==> src/rtl/sprite_eval_pkg.sv <==
package sprite_eval_pkg;
  localparam int unsigned BYTE_W      = 8;
  localparam int unsigned STEP_W      = 3;
  localparam int unsigned LAST_STEP   = 6;
  localparam logic [7:0]  END_MARKER  = 8'hD0;

  typedef enum logic [1:0] {
    EV_IDLE,
    EV_REQ,
    EV_WAIT,
    EV_DONE
  } ev_state_t;
endpackage

==> src/rtl/spr_vcheck.sv <==
module spr_vcheck (
  input  logic [7:0] line_num,
  input  logic [7:0] ypos,
  input  logic       size16,
  input  logic       mag,
  output logic       act,
  output logic [3:0] row
);
  logic [7:0] off;
  logic [7:0] height;

  always_comb begin
    off    = line_num - ypos - 8'd1;
    height = size16 ? 8'd16 : 8'd8;
    if (mag) height = {height[6:0], 1'b0};
    act    = off < height;
    row    = mag ? off[4:1] : off[3:0];
  end
endmodule

==> src/rtl/spr_addr_gen.sv <==
module spr_addr_gen #(
  parameter int unsigned VA_W  = 14,
  parameter int unsigned IDX_W = 5,
  localparam int unsigned SAT_W = VA_W - IDX_W - 2,
  localparam int unsigned PAT_W = VA_W - 11
) (
  input  logic [SAT_W-1:0] sat_base,
  input  logic [PAT_W-1:0] pat_base,
  input  logic [IDX_W-1:0] idx,
  input  logic [2:0]       step,
  input  logic [7:0]       name,
  input  logic [3:0]       row,
  input  logic             size16,
  output logic [VA_W-1:0]  addr
);
  logic [1:0] attr_byte;
  logic       col;

  always_comb begin
    attr_byte = step[1:0] - 2'd1;
    col       = (step == 3'd6);
    if (step == 3'd0)
      addr = {sat_base, idx, 2'b00};
    else if (step <= 3'd4)
      addr = {sat_base, idx, attr_byte};
    else if (size16)
      addr = {pat_base, name[7:2], col, row};
    else
      addr = {pat_base, name, row[2:0]};
  end
endmodule

==> src/rtl/spr_slot_bank.sv <==
module spr_slot_bank #(
  parameter int unsigned SLOT_CNT = 4,
  localparam int unsigned SLOT_W  = $clog2(SLOT_CNT),
  localparam int unsigned FLAT_W  = SLOT_CNT * 8
) (
  input  logic              clk,
  input  logic              rst_n,
  input  logic              clr,
  input  logic              wr_en,
  input  logic [SLOT_W-1:0] wr_slot,
  input  logic [2:0]        wr_field,
  input  logic [7:0]        wr_data,
  output logic [SLOT_CNT-1:0] valid,
  output logic [FLAT_W-1:0] f_ypos,
  output logic [FLAT_W-1:0] f_xpos,
  output logic [FLAT_W-1:0] f_name,
  output logic [FLAT_W-1:0] f_color,
  output logic [FLAT_W-1:0] f_pat_l,
  output logic [FLAT_W-1:0] f_pat_r
);
  for (genvar s = 0; s < SLOT_CNT; s++) begin : g_slot
    logic hit;
    assign hit = wr_en && (wr_slot == SLOT_W'(s));

    always_ff @(posedge clk or negedge rst_n) begin
      if (!rst_n) begin
        valid[s]           <= 1'b0;
        f_ypos[s*8 +: 8]   <= '0;
        f_xpos[s*8 +: 8]   <= '0;
        f_name[s*8 +: 8]   <= '0;
        f_color[s*8 +: 8]  <= '0;
        f_pat_l[s*8 +: 8]  <= '0;
        f_pat_r[s*8 +: 8]  <= '0;
      end else if (clr) begin
        valid[s]           <= 1'b0;
        f_ypos[s*8 +: 8]   <= '0;
        f_xpos[s*8 +: 8]   <= '0;
        f_name[s*8 +: 8]   <= '0;
        f_color[s*8 +: 8]  <= '0;
        f_pat_l[s*8 +: 8]  <= '0;
        f_pat_r[s*8 +: 8]  <= '0;
      end else if (hit) begin
        case (wr_field)
          3'd0:    f_ypos[s*8 +: 8]  <= wr_data;
          3'd1:    f_xpos[s*8 +: 8]  <= wr_data;
          3'd2:    f_name[s*8 +: 8]  <= wr_data;
          3'd3:    f_color[s*8 +: 8] <= wr_data;
          3'd4:    f_pat_l[s*8 +: 8] <= wr_data;
          default: begin
            f_pat_r[s*8 +: 8] <= wr_data;
            valid[s]          <= 1'b1;
          end
        endcase
      end
    end
  end
endmodule

==> src/rtl/sprite_line_eval.sv <==
module sprite_line_eval
  import sprite_eval_pkg::*;
#(
  parameter int unsigned SPR_CNT  = 32,
  parameter int unsigned SLOT_CNT = 4,
  parameter int unsigned VA_W     = 14,
  localparam int unsigned IDX_W   = $clog2(SPR_CNT),
  localparam int unsigned SLOT_W  = $clog2(SLOT_CNT),
  localparam int unsigned SAT_W   = VA_W - IDX_W - 2,
  localparam int unsigned PAT_W   = VA_W - 11,
  localparam int unsigned FLAT_W  = SLOT_CNT * 8
) (
  input  logic                clk,
  input  logic                rst_n,
  input  logic                line_start,
  input  logic [7:0]          line_num,
  input  logic [SAT_W-1:0]    sat_base,
  input  logic [PAT_W-1:0]    pat_base,
  input  logic                size16,
  input  logic                mag,
  input  logic                status_rd,
  output logic                rd_req_valid,
  input  logic                rd_req_ready,
  output logic [VA_W-1:0]     rd_addr,
  input  logic                rd_rsp_valid,
  input  logic [7:0]          rd_rsp_data,
  output logic [SLOT_CNT-1:0] slot_valid,
  output logic [FLAT_W-1:0]   slot_ypos,
  output logic [FLAT_W-1:0]   slot_xpos,
  output logic [FLAT_W-1:0]   slot_name,
  output logic [FLAT_W-1:0]   slot_color,
  output logic [FLAT_W-1:0]   slot_pat_l,
  output logic [FLAT_W-1:0]   slot_pat_r,
  output logic                fifth_flag,
  output logic [IDX_W-1:0]    fifth_num,
  output logic                done
);
  ev_state_t          st;
  logic [IDX_W-1:0]   idx;
  logic [STEP_W-1:0]  step;
  logic [SLOT_W:0]    used;
  logic [7:0]         cur_y;
  logic [7:0]         cur_name;

  logic               probe_rsp;
  logic               fetch_rsp;
  logic               last_idx;
  logic               slots_full;
  logic               set_fifth;
  logic [7:0]         ysel;
  logic               covers;
  logic [3:0]         prow;
  logic [7:0]         slot_data;

  assign probe_rsp  = (st == EV_WAIT) && rd_rsp_valid && (step == '0);
  assign fetch_rsp  = (st == EV_WAIT) && rd_rsp_valid && (step != '0);
  assign last_idx   = (idx == IDX_W'(SPR_CNT - 1));
  assign slots_full = (used == (SLOT_W + 1)'(SLOT_CNT));
  assign ysel       = probe_rsp ? rd_rsp_data : cur_y;
  assign set_fifth  = probe_rsp && (rd_rsp_data != END_MARKER) && covers && slots_full;
  assign slot_data  = ((step == STEP_W'(LAST_STEP)) && !size16) ? 8'h00 : rd_rsp_data;

  spr_vcheck u_vcheck (
    .line_num (line_num),
    .ypos     (ysel),
    .size16   (size16),
    .mag      (mag),
    .act      (covers),
    .row      (prow)
  );

  spr_addr_gen #(.VA_W(VA_W), .IDX_W(IDX_W)) u_addr (
    .sat_base (sat_base),
    .pat_base (pat_base),
    .idx      (idx),
    .step     (step),
    .name     (cur_name),
    .row      (prow),
    .size16   (size16),
    .addr     (rd_addr)
  );

  spr_slot_bank #(.SLOT_CNT(SLOT_CNT)) u_bank (
    .clk      (clk),
    .rst_n    (rst_n),
    .clr      (line_start),
    .wr_en    (fetch_rsp),
    .wr_slot  (used[SLOT_W-1:0]),
    .wr_field (step - 3'd1),
    .wr_data  (slot_data),
    .valid    (slot_valid),
    .f_ypos   (slot_ypos),
    .f_xpos   (slot_xpos),
    .f_name   (slot_name),
    .f_color  (slot_color),
    .f_pat_l  (slot_pat_l),
    .f_pat_r  (slot_pat_r)
  );

  assign rd_req_valid = (st == EV_REQ);
  assign done         = (st == EV_DONE);

  always_ff @(posedge clk or negedge rst_n) begin
    if (!rst_n) begin
      st       <= EV_IDLE;
      idx      <= '0;
      step     <= '0;
      used     <= '0;
      cur_y    <= '0;
      cur_name <= '0;
    end else if (line_start) begin
      st   <= EV_REQ;
      idx  <= '0;
      step <= '0;
      used <= '0;
    end else begin
      case (st)
        EV_REQ: if (rd_req_ready) st <= EV_WAIT;
        EV_WAIT: begin
          if (probe_rsp) begin
            cur_y <= rd_rsp_data;
            if (rd_rsp_data == END_MARKER || set_fifth) begin
              st <= EV_DONE;
            end else if (covers) begin
              step <= 3'd1;
              st   <= EV_REQ;
            end else if (last_idx) begin
              st <= EV_DONE;
            end else begin
              idx <= idx + 1'b1;
              st  <= EV_REQ;
            end
          end else if (fetch_rsp) begin
            if (step == 3'd3) cur_name <= rd_rsp_data;
            if (step == STEP_W'(LAST_STEP)) begin
              step <= '0;
              used <= used + 1'b1;
              if (last_idx) st <= EV_DONE;
              else begin
                idx <= idx + 1'b1;
                st  <= EV_REQ;
              end
            end else begin
              step <= step + 1'b1;
              st   <= EV_REQ;
            end
          end
        end
        default: ;
      endcase
    end
  end

  always_ff @(posedge clk or negedge rst_n) begin
    if (!rst_n) begin
      fifth_flag <= 1'b0;
      fifth_num  <= '0;
    end else if (set_fifth) begin
      fifth_flag <= 1'b1;
      if (!fifth_flag) fifth_num <= idx;
    end else if (status_rd) begin
      fifth_flag <= 1'b0;
    end
  end
endmodule

==> config.mk <==
export PLATFORM = sky130hd
export DESIGN_NAME = sprite_line_eval
export DESIGN_NICKNAME = d
export VERILOG_FILES = /design/src/rtl/sprite_eval_pkg.sv /design/src/rtl/spr_vcheck.sv /design/src/rtl/spr_addr_gen.sv /design/src/rtl/spr_slot_bank.sv /design/src/rtl/sprite_line_eval.sv
export SDC_FILE = /design/constraint.sdc
export NUM_CORES = 1
export LEC_CHECK = 0
export BUFFER_PORTS_ARGS = -buffer_cell sky130_fd_sc_hd__buf_4
export CELL_PAD_IN_SITES_DETAIL_PLACEMENT = 0
export CELL_PAD_IN_SITES_GLOBAL_PLACEMENT = 2
export CORE_AREA = 10 10 256 160
export DETAILED_ROUTE_END_ITERATION = 10
export DIE_AREA = 0 0 266 170
export HOLD_SLACK_MARGIN = 0.1
export PLACE_DENSITY_LB_ADDON = 0.1
export SYNTH_ARGS = -nofsm -noshare
export SYNTH_HDL_FRONTEND = slang
export SYNTH_HIERARCHICAL = 1
export SYNTH_SLANG_ARGS = --single-unit
==> constraint.sdc <==
create_clock -name clk -period 5.04 [get_ports clk]
set_clock_uncertainty 0.1 [all_clocks]
set_input_delay 0.504 -clock clk [delete_from_list [all_inputs] [get_ports clk]]
set_output_delay 0.504 -clock clk [all_outputs]
set_load 0.02 [all_outputs]
# [Yosys cells after proc, flatten, opt, wreduce, memory -nomap -nowiden]
# Index checks and enable logic that the tools add are counted.
[totals] register_bits=231 inputBits=34 elab_cells=238
[classes] addsub=7 magnitude_cmp=2 n_eq_ne=23 mux=102 bitwise=3 n_reduce_logical=65
[ops] cell="two-way mux 8 bit" n=57
[ops] cell="AND reduction 2 bit" n=26
[ops] cell="two-way mux 5 bit" n=10
[ops] cell="two-way mux 3 bit" n=12
[ops] cell="two-way mux 14 bit" n=2
[ops] cell="nonzero test 2 bit" n=13
[ops] cell="two-way mux 2 bit" n=8
[ops] cell="nonzero test 3 bit" n=4
[ops] cell="logical AND 1 bit" n=11
[ops] cell="two-way mux 1 bit" n=11
[ops] cell="AND reduction 5 bit" n=2
[ops] cell="== test 3 x 2 -> 1 bit, second input constant" n=3
[ops] cell="== test 3 bit, second input constant" n=3
[ops] cell="== test 2 bit, second input constant" n=4
[ops] cell="== test 8 bit, second input constant" n=1
[ops] cell="less-than comparator 8 bit" n=1
[ops] cell="inequality test 8 bit, second input constant" n=1
[ops] cell="AND reduction 4 bit" n=2
[ops] cell="subtractor 8 x 1 -> 8 bit, second input constant" n=1
[ops] cell="subtractor 8 bit" n=1
[ops] cell="adder 3 x 1 -> 3 bit, second input constant" n=2
[ops] cell="logical NOT 3 bit" n=2
[ops] cell="inequality test 3 x 2 -> 1 bit, second input constant" n=2
[ops] cell="inequality test 3 bit, second input constant" n=2
[ops] cell="18 further kinds" n=21

# [Depth between registers and ports, before layout]
# Gate-level depths: netlist (run 1).
[depth] word_depth=14 mapped_depth=22 mapped_depth_nobuf=21

# [By module]
# Netlist (run 1), hierarchy kept.
[by_module_without_submodules] module="spr_slot_bank" instances=1 cells_per_inst=681 area_per_inst_um2=8610.8 seq_area_each_um2=4904.7
[by_module_without_submodules] module="sprite_line_eval" instances=1 cells_per_inst=179 area_per_inst_um2=2097.0 seq_area_each_um2=875.8
[by_module_without_submodules] module="spr_vcheck" instances=1 cells_per_inst=68 area_per_inst_um2=491.7 seq_area_each_um2=0.0
[by_module_without_submodules] module="spr_addr_gen" instances=1 cells_per_inst=26 area_per_inst_um2=300.3 seq_area_each_um2=0.0

# [Least setup slack after synthesis (run 1)]
# Ideal clock, no wire load.
[synth_path] path_type="reg-to-reg" start="register step[0]" end="register fifth_num[0]" setup_time_ps=125 arrival_time_ps=4881 required_time_ps=4815 setup_slack_ps=-65 stages_incl_launch_ff=23 path_cell_list="dfrtp_1 > inv_1 > ha_1 > nand2b_1 > nor2_4 > buf_6 > mux2_2 > inv_1 > ha_1 > inv_1 > fa_1 > nor2b_1 > o31a_1 > a21oi_1 > ha_1 > a21o_1 > nor3b_1 > a211oi_1 > a211oi_1 > and3_4 > nand3_4 > nor3b_4 > mux2_2"
[synth_between] elab_chain_cells=9 elab_cells_between_ends=10 cone_classes="2 x add/sub; 1 x order compare; 1 x mux; 6 x reduce/logical"
[synth_rtl] item="start, declared" line="sprite_line_eval.sv:40" rtl="logic [STEP_W-1:0] step;"
[synth_rtl] item="start signal, assigned" line="sprite_line_eval.sv:144" rtl="step <= step + 1'b1;"
[synth_rtl] item="logical NOT 3 bit" line="sprite_line_eval.sv:55" rtl="assign probe_rsp = (st == EV_WAIT) && rd_rsp_valid && (step == '0);"
[synth_rtl] item="logical AND 1 bit" line="sprite_line_eval.sv:55"
[synth_rtl] item="two-way mux 8 bit"
[synth_rtl] item="net ysel[0]" line="sprite_line_eval.sv:50" rtl="logic [7:0] ysel;"
[synth_rtl] item="subtractor 8 bit" line="spr_vcheck.sv:13" rtl="off = line_num - ypos - 8'd1;"
[synth_rtl] item="subtractor 8 x 1 -> 8 bit" line="spr_vcheck.sv:13"
[synth_rtl] item="less-than comparator 8 bit" line="spr_vcheck.sv:16" rtl="act = off < height;"
[synth_rtl] item="net covers" line="sprite_line_eval.sv:51" rtl="logic covers;"
[synth_rtl] item="logical AND 1 bit (2 in a row)" line="sprite_line_eval.sv:60" rtl="assign set_fifth = probe_rsp && (rd_rsp_data != END_MARKER) && covers && slots_full;"
[synth_rtl] item="AND reduction 2 bit (no source line)"
[synth_rtl] item="end signal, assigned" line="sprite_line_eval.sv:160" rtl="if (!fifth_flag) fifth_num <= idx;"
[synth_rtl] item="end, declared" line="sprite_line_eval.sv:35" rtl="output logic [IDX_W-1:0] fifth_num,"
# The timed path passes the listed nets, and every way through them passes these cells.
# A chain may end at the register's enable or synchronous reset.

# [Final worst setup path (run 1)]
[layout_path] start="register step[0]" end="register fifth_num[2]"
# The elaborated chain is that of the path after synthesis.

==> key figures, run 1 <==
Outcome
  – Status: completed

Placed design
  – Final GP Congestion: 0.829
  – Inst Count DP: 1645
  – Port buffer count: 251
  – Setup Slack @ Placement: 0.0527 ns
  – Post-DP HPWL: 26.3 mm

Clocking
  – CTS tree: yes
  – Inserted Clock Buffers: 26
  – Clk sinks: 231
  – Skew-Pair Late Insertion Delay: 0.54 ns
  – H-tree levels: 1
  – Clk pin slew, worst setup/hold paths: 0.06 ns
  – CTS root buf: clkbuf_16
  – Longest Clk Path Bufs: 3

Power and ir drop
  – Max VDD drop: just under 0.2 mV
  – Leakage Power: between 8 and 9 nW
  – Power Density: slightly below 300 mW/mm^2

STA
  – RSZ-0062 raised after global routing: no
  – Worst hold margin: 0.140 ns
  – Final Setup Violations: 0
  – Final Hold Fails: 0
  – F_max: 210 MHz
  – Tmin final: between 4 and 5 ns
  – Final worst path period share: 94.4%
  – TNS Setup: 0 ns
  – Max-slew violations: 0
  – Worst slew margin: 14.4%
  – Worst-margin pin slew: 1.27 ns
  – Final setup margin: 0.284 ns

Floorplan
  – Die Area: 0.0452 sq mm
  – Io pins: 252
  – Die width: 266 um
  – Initial Util: 31.9%
  – FP Rows: between 50 and 60
  – CORE AREA: 0.0361 sq mm
  – Die height: 170 um

Logic synthesis
  – Post-synth top area share: 50.3%
  – Seq cells post-synth: ~230
  – Post-synth ARST share: 100%
  – Mapped Avg Cell Area: 12.1 sq um
  – Post-synth EDFFs: 0
  – Largest cells by area after synthesis: dfrtp_1 50%, mux2i_1 17%, nand2b_1 11%
  – Register area share after synthesis: around half
  – Area leader, netlist: dfrtp_1
  – Syn Nets: 1012
  – Mapped Cells: 954
  – Cell Area, Synth: 0.0115 sq mm
  – Ys Warns: 6
  – Count of cell types in the netlist: 69
  – Main synth FF type: dfrtp_1

Finish
  – Nets@finish: 1262
  – Inserted Diodes: 0
  – Commonest cells after routing, fill and taps aside: 272 x buf_4, 231 x dfrtp_1, 197 x nand2b_1
  – Share of post-route cells with drive strength above 1: 34.4%
  – Fillcell total: 3492
  – Non-Filler Instances: 1700
  – Commonest non-fill, non-tap cell in the layout: buf_4
  – Area grow syn2layout: 29.8%

Min path
  – Hold worst-path end: cur_name[1]$_DFFE_PN0P_
  – HP Class: input pin to flip-flop
  – Hold Path Origin: rd_rsp_data[1]
  – Worst hold path depth: 2

Global route
  – Initial antenna violation count: 1
  – Busiest grt layer: met2
  – GR Util met2: 25.2%
  – Via count of the first global-routing pass: 8367
  – GR Overflow Total: 0
  – Gr usage total: 16.6%
  – Met3 GRT Util: 4.03%
  – Met1 Use GR: 23.8%
  – First-pass GRT wire length: 57.4 mm
  – Largest net degree at the start of global routing: between 100 and 150

Worst setup path
  – Critical Path End Type: flip-flop
  – Worst setup SP type: flip-flop
  – Critical path type: flip-flop to flip-flop
  – Critical Path AT: 5.08 ns
  – FF-to-FF setup slack: 0.28 ns
  – Reg2reg start: step[0]$_DFFE_PN0P_
  – Worst EP required: 5.36 ns
  – Reg2Reg Depth: 20
  – Crit-path max FO: 5
  – R2R Path End: fifth_num[2]$_DFFE_PN0P_

Detailed routing
  – Antenna-violating nets left: 0
  – DR iter-0 viols: around 500
  – Routed WL: 38.6 mm
  – DR pass1 iterations: 4
  – Avg WL per Cell: 22.7 um
  – Vias: 8015
  – Vias per std cell: 4.71
  – DRC: 0

Flow run
  – Max Cap Viol: 0
==> where the power goes <==
part           switching [mW]  internal, mW
Sequential            0.00746          1.86
Combinational           0.255         0.165
Clock                   0.821          1.27
Total                    1.08          3.29
==> synth_stat cells (3+ instances only) <==
library cell and number:
nor2b_1 9, inv_1 27, a21oi_1 16, nor2_1 13
mux2_2 34, buf_6 3, dfrtp_1 231, nand2_2 18
clkbuf_1 24, nand2_4 5, and2_1 13, nand2_1 13
ha_1 23, o21ai_0 12, a211oi_1 5, nand3_1 3
buf_2 26, mux2i_1 196, mux2_4 11, nand2b_1 203
xor2_1 6
==> cell type report <==
cell class	instances	area [sq um]	area share, %
sequential	231	5780	38.7
multi-input combinational	641	5420	36.3
timing repair buffer	277	2110	14.1
clock buffer	33	718	4.81
tap	476	596	3.99
clock inverter	15	211	1.42
inverter	27	101	0.679
==> stage by stage <==
stage / total power [mW] / area (sq um) / util (%)
floorplan: 2.13 / 11500 / -
global placement: 2.31 / 13900 / 38.5
detailed placement: 2.31 / 13900 / 38.5
CTS: 4.43 / 14800 / 41.1
global route: 4.57 / 14900 / 41.4
finish: 4.38 / 14900 / 41.4
==> worst max-delay path: stages, from the launching register on <==
cell	delay, ns
dfrtp_1	0.38
inv_1	0.09
ha_2	0.19
nand2b_1	0.10
nor2_4	0.20
mux2_2	0.37
inv_1	0.06
ha_1	0.28
a21oi_2	0.20
and2_4	0.19
o21ai_1	0.08
xor2_1	0.15
ha_1	0.31
a21o_1	0.21
a211oi_2	0.23
a211oi_2	0.09
a211oi_4	0.34
and3_4	0.26
nand3_4	0.09
nor3b_4	0.35
mux2_2	0.37
==> per-layer routing <==
metal,vias to the layer above,share of wire (%)
met5,-,0
met4,0,1.3
met3,35,5.6
met2,175,45
met1,4065,48
li1,3740,-
==> timing repair <==
item,4_1_cts,5_1_grt
hold buffers,3,0
endpoints found under the setup margin,0,11
buffers inserted,0,4
hold endpoints to repair,105,0
resized for setup,0,14
==> worst max path at each step <==
stage / start / endpoint / slack, ns
3_3_place_gp: step[1]$_DFFE_PN0P_ / idx[0]$_DFFE_PN0P_ / 0.12
4_1_cts: step[1]$_DFFE_PN0P_ / idx[0]$_DFFE_PN0P_ / 0.02
3_5_place_dp: step[1]$_DFFE_PN0P_ / idx[0]$_DFFE_PN0P_ / 0.05
2_1_floorplan: step[0]$_DFFE_PN0P_ / idx[0]$_DFFE_PN0P_ / 0.09
5_1_grt: step[0]$_DFFE_PN0P_ / fifth_num[2]$_DFFE_PN0P_ / 0.02
6_report: step[0]$_DFFE_PN0P_ / fifth_num[2]$_DFFE_PN0P_ / 0.28
==> kinds of logic (layout without fill, tap and decap cells) <==
logic type               Yosys count  in the layout  synth area share, %
AO/OA/AOI/OAI                     53             53                 3.34
adder cells (fa/ha/maj)           24             24                 2.68
AND/OR/NAND/NOR                  314            314                 17.9
flip-flops                       231            231                 50.3
buffers and inverters             82            352                 3.29
multiplexers                     242            242                 21.9
XOR/XNOR                           8              8                0.609
==> state kept, by name, indices dropped and copies added (netlist names) <==
name and count:
cur_name 8, u_bank/f_pat_r 32, used 3, idx 5
u_bank/f_ypos 32, fifth_flag 1, st 2, u_bank/f_color 32
step 3, u_bank/f_pat_l 32, u_bank/f_xpos 32, cur_y 8
fifth_num 5, u_bank/valid 4, u_bank/f_name 32
Power figures use the tool's default switching activity.
==> run 2, diff against run 1 <==
--- a/config.mk
+++ b/config.mk
@@ -8,11 +8,11 @@
 export BUFFER_PORTS_ARGS = -buffer_cell sky130_fd_sc_hd__buf_4
 export CELL_PAD_IN_SITES_DETAIL_PLACEMENT = 0
 export CELL_PAD_IN_SITES_GLOBAL_PLACEMENT = 2
-export CORE_AREA = 10 10 256 160
+export CORE_AREA = 2 2 248 152
 export DETAILED_ROUTE_END_ITERATION = 10
-export DIE_AREA = 0 0 266 170
+export DIE_AREA = 0 0 250 154
 export HOLD_SLACK_MARGIN = 0.1
-export PLACE_DENSITY_LB_ADDON = 0.1
+export PLACE_DENSITY_LB_ADDON = 0.15
 export SYNTH_ARGS = -nofsm -noshare
 export SYNTH_HDL_FRONTEND = slang
 export SYNTH_HIERARCHICAL = 1
==> run 2 against run 1 <==
Compared with the run above: sequential power about the same; combinational power down 1%; sequential share of layout area up 0.29 points; clock-buffer cell count rose by 4; worst hold slack improved by 0.00065 ns; largest power group is now registers.
==> key figures, run 2 (synthesis gave the netlist of run 1 again) <==
Detailed routing
  – Avg WL per Cell: 21.2 um (-6.7%)
  – Antenna-violating nets left: 0 (unchanged)
  – DR pass1 iterations: 4 (unchanged)
  – Vias per std cell: 4.65 (-1.3%)
  – Vias: 7901 (-1.4%)
  – Routed WL: 36.0 mm (-6.8%)
  – DRC: 0 (unchanged)
  – DR iter-0 viols: 408 (-18%)

Finish
  – Post-route cell area: 0.0148 sq mm (-0.75%)
  – Share of post-route cells with drive strength above 1: 34.4% (about the same)
  – Nets@finish: 1262 (unchanged)
  – Inserted Diodes: 0 (unchanged)
  – Area grow syn2layout: 28.9%
  – Commonest non-fill, non-tap cell in the layout: buf_4
  – Commonest cells after routing, fill and taps aside: 273 x buf_4, 231 x dfrtp_1, 196 x nand2b_1, 196 x mux2i_1, 34 x mux2_2
  – Non-Filler Instances: 1698 (-0.12%)

Worst setup path
  – Reg2Reg Depth: 22 (+10%)
  – FF-to-FF setup slack: 0.21 ns (-0.08 ns)
  – Crit-path max FO: 5 (unchanged)
  – Worst setup SP type: flip-flop
  – Worst EP required: 5.35 ns (about the same)
  – Critical Path AT: 5.14 ns (+0.06 ns)
  – Critical Path End Type: flip-flop
  – Critical path type: flip-flop to flip-flop

Floorplan
  – Die width: 250 um (-6.0%)
  – CORE AREA: 0.0361 sq mm (unchanged)
  – Die height: 154 um (-9.4%)
  – FP Rows: 54 (unchanged)
  – Initial Util: 31.9% (unchanged)
  – Io pins: 252 (unchanged)
  – Die Area: 0.0385 sq mm (-15%)

STA
  – TNS Setup: 0 ns (unchanged)
  – Final Setup Violations: 0 (unchanged)
  – F_max: 207 MHz (-1.6%)
  – Worst slew margin: 35.1% (+21 points)
  – Tmin final: 4.83 ns (+0.0760 ns)
  – Final Hold Fails: 0 (unchanged)
  – Max-slew violations: 0 (unchanged)
  – Worst hold margin: 0.141 ns (+0.000652 ns)
  – Worst-margin pin slew: 0.960 ns (-0.306 ns)
  – Final worst path period share: 95.9% (+1.5 points)

Placed design
  – Inst Count DP: 1645 (unchanged)
  – Placed Area: 0.0139 sq mm (about the same)
  – Port buffer count: 251 (unchanged)
  – Final GP Congestion: 0.817 (-1.4%)
  – Post-DP HPWL: 23.7 mm (-9.9%)

Flow run
  – Max Cap Viol: 0 (unchanged)

Power and ir drop
  – Overall Power: 4.14 mW (-5.5%)
  – Max VDD drop: 0.197 mV (+1.6%)
  – Leakage Power: 8.23 nW (-0.55%)
  – Power Density: 279 mW/mm^2 (-4.8%)

Global route
  – Via count of the first global-routing pass: 8204 (-1.9%)
  – Met1 Use GR: 28.2% (+4.3 points)
  – First-pass GRT wire length: 54.3 mm (-5.3%)
  – GR Util met2: 27.2% (+2.0 points)
  – Largest net degree at the start of global routing: 102 (-3.8%)
  – Initial antenna violation count: 0 (-1)
  – Met3 GRT Util: 3.79% (-0.24 points)
  – Gr usage total: 18.5% (+1.9 points)
  – Busiest grt layer: met1
  – GR Overflow Total: 0 (unchanged)

Clocking
  – Skew-Pair Late Insertion Delay: 0.53 ns (about the same)
  – CTS root buf: clkbuf_16
  – Clk sinks: 231 (unchanged)
  – Longest Clk Path Bufs: 3 (unchanged)
  – Clk pin slew, worst setup/hold paths: 0.07 ns (about the same)
  – CTS tree: yes
  – H-tree levels: 1 (unchanged)
  – Inserted Clock Buffers: 25 (-3.8%)

Outcome
  – Status: completed

Min path
  – Worst hold path depth: 2 (unchanged)
  – HP Class: input pin to flip-flop
## run 2: area by class of cell
type,instances,area [sq um]
clock buffer,37,731
clock inverter,8,78.8
fill,3584,21300
inverter,27,101
multi-input combinational,641,5420
sequential,231,5780
tap,476,596
timing repair buffer,278,2120
## run 2: path summary, 6_finish.rpt
path,start,endpoint
setup / recovery,step[1]$_DFFE_PN0P_,fifth_num[2]$_DFFE_PN0P_
hold / removal,rd_rsp_data[0],cur_name[0]$_DFFE_PN0P_
setup reg to reg,step[1]$_DFFE_PN0P_,fifth_num[2]$_DFFE_PN0P_
hold reg to reg,u_bank/valid[0]$_DFFE_PN0P_,u_bank/valid[0]$_DFFE_PN0P_
max in group asynchronous,rst_n,u_bank/f_pat_l[17]$_DFFE_PN0P_
min in group asynchronous,rst_n,u_bank/f_pat_r[1]$_DFFE_PN0P_
## run 2: critical path, cell delays in order (launching register included)
cell      delay [ns]
dfrtp_1         0.37
inv_1           0.10
ha_2            0.19
nand2b_1        0.10
nor2_4          0.20
mux2_2          0.37
inv_1           0.06
ha_1            0.17
inv_1           0.06
fa_2            0.38
nor2b_4         0.15
o31a_1          0.19
a21oi_1         0.06
ha_1            0.21
a21o_1          0.22
nor3b_2         0.22
a211oi_2        0.12
a211oi_4        0.37
and3_4          0.28
nand3_4         0.09
nor3b_4         0.22
buf_6           0.15
mux2_2          0.33
## run 2: per-stage QoR
stage | util, % | setup slack (ns)
3_5_place_dp | 38.5 | 0.0589
4_1_cts | 40.8 | 0.0290
2_1_floorplan | - | 0.0948
6_report | 41.1 | 0.208
5_1_grt | 41.1 | -0.0601
3_3_place_gp | 38.5 | 0.112
## run 2: report_power, final
part	internal (mW)	switching, mW
sequential	1.86	0.00730
combinational	0.163	0.254
clock	1.06	0.792
## run 2: repair_timing
action                                  in CTS  in global routing
endpoints found under the setup margin       0                 12
buffers inserted                             0                  6
gates resized for setup                      0                 15
hold buffers                                 2                  0
endpoints found under the hold margin       86                  0
## run 2: per-layer routing
| layer | share of wire (%) | wire length [um] |
|---|---|---|
| met1 | 51 | 18300 |
| met2 | 43 | 15500 |
| met3 | 4.6 | 1640 |
| met4 | 1.6 | 581 |
| met5 | 0 | 0 |
==> run 3, diff against run 2 <==
--- a/config.mk
+++ b/config.mk
@@ -8,12 +8,12 @@
 export BUFFER_PORTS_ARGS = -buffer_cell sky130_fd_sc_hd__buf_4
 export CELL_PAD_IN_SITES_DETAIL_PLACEMENT = 0
 export CELL_PAD_IN_SITES_GLOBAL_PLACEMENT = 2
-export CORE_AREA = 2 2 248 152
+export CORE_AREA = 2 2 239 147
+export CTS_BUF_LIST = sky130_fd_sc_hd__clkbuf_4 sky130_fd_sc_hd__clkbuf_8
 export DETAILED_ROUTE_END_ITERATION = 10
-export DIE_AREA = 0 0 250 154
+export DIE_AREA = 0 0 241 149
 export HOLD_SLACK_MARGIN = 0.1
 export PLACE_DENSITY_LB_ADDON = 0.15
 export SYNTH_ARGS = -nofsm -noshare
 export SYNTH_HDL_FRONTEND = slang
-export SYNTH_HIERARCHICAL = 1
 export SYNTH_SLANG_ARGS = --single-unit
==> run 3 against run 2 <==
Compared with the run above: register-to-register slack worse by 0.09 ns; largest cell class unchanged; non-clock buffer count up 21; sequential share of layout area increased by 3.6 points; highest routed layer unchanged; critical path type unchanged; clock power about the same; synthesized cell count increased by 4.8%; flip-flop and latch count did not move; maximum frequency decreased by 1.9%.
==> key figures, run 3 <==
Worst setup path
  – Reg2reg start: step[0]$_DFFE_PN0P_
  – R2R Path End: fifth_num[2]$_DFFE_PN0P_
  – Worst setup SP type: flip-flop
  – Reg2Reg Depth: 21 (-4.5%)
  – Critical Path AT: 5.25 ns (+0.11 ns)
  – CP startpoint: step[0]$_DFFE_PN0P_
  – CP Capture Point: fifth_num[2]$_DFFE_PN0P_
  – FF-to-FF setup slack: 0.12 ns (-0.09 ns)
  – Worst EP required: 5.37 ns (+0.02 ns)
  – Critical Path End Type: flip-flop
  – Crit-path max FO: 5 (unchanged)
  – Critical path type: flip-flop to flip-flop

Placed design
  – Setup Slack @ Placement: -0.134 ns (-0.193 ns)
  – Final GP Congestion: 0.825 (+0.88%)
  – Port buffer count: 251 (unchanged)
  – Post-DP HPWL: 24.4 mm (+3.1%)

Finish
  – Share of post-route cells with drive strength above 1: 32.9% (-1.5 points)
  – Fillcell total: 3497 (-2.4%)
  – Commonest cells after routing, fill and taps aside: 293 x buf_4, 231 x dfrtp_1, 224 x nand2_1
  – Area grow syn2layout: 36.0%
  – Area of the multi-input gates: 0.00399 sq mm (-26%)
  – Reg area: 0.00578 sq mm (unchanged)
  – Commonest non-fill, non-tap cell in the layout: buf_4
  – Inserted Diodes: 0 (unchanged)
  – Nets@finish: 1341 (+6.3%)

Floorplan
  – Die width: 241 um (-3.6%)
  – Die Area: 0.0359 sq mm (-6.7%)
  – FP Rows: 53 (-1.9%)
  – CORE AREA: 0.0341 sq mm (-5.5%)
  – Io pins: 252 (unchanged)
  – Die height: 149 um (-3.2%)
  – Initial Util: 29.3% (-2.6 points)

Power and ir drop
  – Power Density: 370 mW/mm^2 (+33%)
  – Max VDD drop: 0.154 mV (-22%)
  – Leakage Power: 6.56 nW (-20%)
  – Overall Power: 5.03 mW (+22%)

Global route
  – Gr usage total: 19.2% (+0.68 points)
  – First-pass GRT wire length: 51.6 mm (-5.1%)
  – Largest net degree at the start of global routing: 110 (+7.8%)
  – GR Overflow Total: 0 (unchanged)
  – Via count of the first global-routing pass: 7819 (-4.7%)
  – Initial antenna violation count: 0 (unchanged)

Outcome
  – Status: completed

Logic synthesis
  – Syn Nets: 1058 (+4.5%)
  – Count of cell types in the netlist: 67 (-2.9%)
  – Most frequent cells after synthesis: 231 x dfrtp_1, 224 x nand2_1, 206 x o21ai_0
  – Seq cells post-synth: 231 (unchanged)
  – Register area share after synthesis: 57.9% (+7.6 points)
  – Mapped Avg Cell Area: 9.98 sq um (-17%)
  – Post-synth top area share: 57.9% (+7.6 points)
  – Ys Warns: 0 (-6)
  – Cell with the most instances after synthesis: dfrtp_1
  – Post-synth ARST share: 100% (unchanged)
  – Cell Area, Synth: 0.00998 sq mm (-13%)
  – Post-synth EDFFs: 0 (unchanged)
  – Area leader, netlist: dfrtp_1
  – Largest cells by area after synthesis: dfrtp_1 58%, o21ai_0 10%, nand2_1 8.4%
  – Main synth FF type: dfrtp_1
  – Mapped Cells: 1000 (+4.8%)

STA
  – Tmin final: 4.92 ns (+0.0914 ns)
  – Final setup margin: 0.116 ns (-0.0914 ns)
  – Worst hold margin: 0.171 ns (+0.0305 ns)
  – Final worst path period share: 97.7% (+1.8 points)
  – Worst slew margin: 21.0% (-14 points)
  – RSZ-0062 raised after global routing: yes
  – F_max: 203 MHz (-1.9%)
  – Final Hold Fails: 0 (unchanged)
  – Max-slew violations: 0 (unchanged)
  – Worst-margin pin slew: 1.18 ns (+0.225 ns)
  – Final Setup Violations: 0 (unchanged)

Detailed routing
  – DRC: 0 (unchanged)
  – DR pass1 iterations: 5 (+1)
  – Routed WL: 34.7 mm (-3.6%)
  – Antenna-violating nets left: 0 (unchanged)
  – Vias: 8152 (+3.2%)
  – Vias per std cell: 4.58 (-1.5%)
  – DR iter-0 viols: 425 (+4.2%)
  – Avg WL per Cell: 19.5 um (-7.9%)

Clocking
  – Skew-Pair Late Insertion Delay: 0.56 ns (+0.03 ns)
  – Longest Clk Path Bufs: 3 (unchanged)
  – CTS tree: yes
  – Inserted Clock Buffers: 40 (+60%)
  – Clk pin slew, worst setup/hold paths: 0.06 ns (about the same)
  – H-tree levels: 2 (+1)
  – CTS root buf: clkbuf_8
  – Clk sinks: 231 (unchanged)

Flow run
  – Max Cap Viol: 0 (unchanged)

Min path
  – HP Class: input pin to flip-flop
-- run 3: kinds of logic (layout without fill, tap and decap cells) --
kind of cell / count (synthesis) / in the layout / synth area share (%)
DFF: 231 / 231 / 57.9
buffers and inverters: 80 / 391 / 3.28
xor gates and xnor gates: 8 / 8 / 0.702
AOI/OAI and AO/OA: 300 / 300 / 16.6
adders and majority gates: 25 / 25 / 3.18
and+or+nand+nor: 319 / 319 / 14.0
muxes: 37 / 37 / 4.27
-- run 3: stage by stage --
step           utilization, %  setup TNS (ns)  instance area [sq um]  cells
6_report                 39.8               0                  13600   1778
5_1_grt                  39.8          -0.438                  13600   1778
4_1_cts                  39.5               0                  13500   1774
3_5_place_dp             36.9          -0.647                  12600   1702
3_3_place_gp             36.9         -0.0300                  12600   1702
2_1_floorplan               -          -0.208                  10000   1000
-- run 3: cell type report --
class / count / area share (%)
Clock inverter: 4 / 0.359
Tap cell: 467 / 4.30
Multi-Input combinational cell: 689 / 29.4
Sequential cell: 231 / 42.6
Clock buffer: 66 / 6.00
Timing Repair Buffer: 299 / 16.8
Inverter: 22 / 0.608
-- run 3: per-layer routing --
layer	share of wire (%)	vias up	routed length (um)	track usage, %
met5	0	-	0	0
met4	1.0	0	350	3.46
met3	6.7	32	2330	5.59
met2	40	193	14000	26.3
met1	52	3917	18000	29.7
li1	-	4010	-	-
-- run 3: worst min path at each step --
stage / from / depth (start not counted) / endpoint / slack, ns
detailed placement: u_bank.f_ypos[5]$_DFFE_PN0P_ / 2 / u_bank.f_ypos[5]$_DFFE_PN0P_ / 0.37
global placement: u_bank.f_pat_r[2]$_DFFE_PN0P_ / 2 / u_bank.f_pat_r[2]$_DFFE_PN0P_ / 0.36
global route: rd_rsp_data[6] / 2 / cur_name[6]$_DFFE_PN0P_ / 0.13
CTS: rd_rsp_data[1] / 2 / cur_name[1]$_DFFE_PN0P_ / 0.11
floorplan: rst_n / 0 / cur_name[0]$_DFFE_PN0P_ / 0.11
finish: rd_rsp_data[1] / 2 / cur_name[1]$_DFFE_PN0P_ / 0.17
-- run 3: report_power, final --
part,leakage [nW],total [mW],switching [mW],internal (mW)
registers,3.02,2.09,0.0869,2.00
clock network,0.462,1.85,0.783,1.07
logic,3.08,1.09,0.645,0.445
total,6.56,5.03,1.51,3.51
-- run 3: worst max-delay path, cell delays in order, from the launching register on --
cell	delay, ns
dfrtp_1	0.39
inv_2	0.09
ha_4	0.13
nor2b_4	0.21
nand2_8	0.09
mux2i_4	0.19
ha_2	0.22
inv_2	0.04
fa_2	0.34
buf_6	0.15
nor2b_4	0.10
a211oi_2	0.05
o211ai_1	0.23
nand2_1	0.15
xnor2_2	0.17
ha_2	0.18
a21o_1	0.18
a311oi_2	0.21
nand3_2	0.13
or4b_4	0.50
or4_4	0.62
mux2_4	0.32
-- run 3: repair_timing --
| item | 4_1_cts | 5_1_grt |
|---|---|---|
| pin swaps | 0 | 4 |
| endpoints found under the setup margin | 5 | 5 |
| buffers inserted | 0 | 4 |
| hold buffers | 2 | 0 |
| resized for setup | 2 | 17 |
| endpoints found under the hold margin | 108 | 0 |
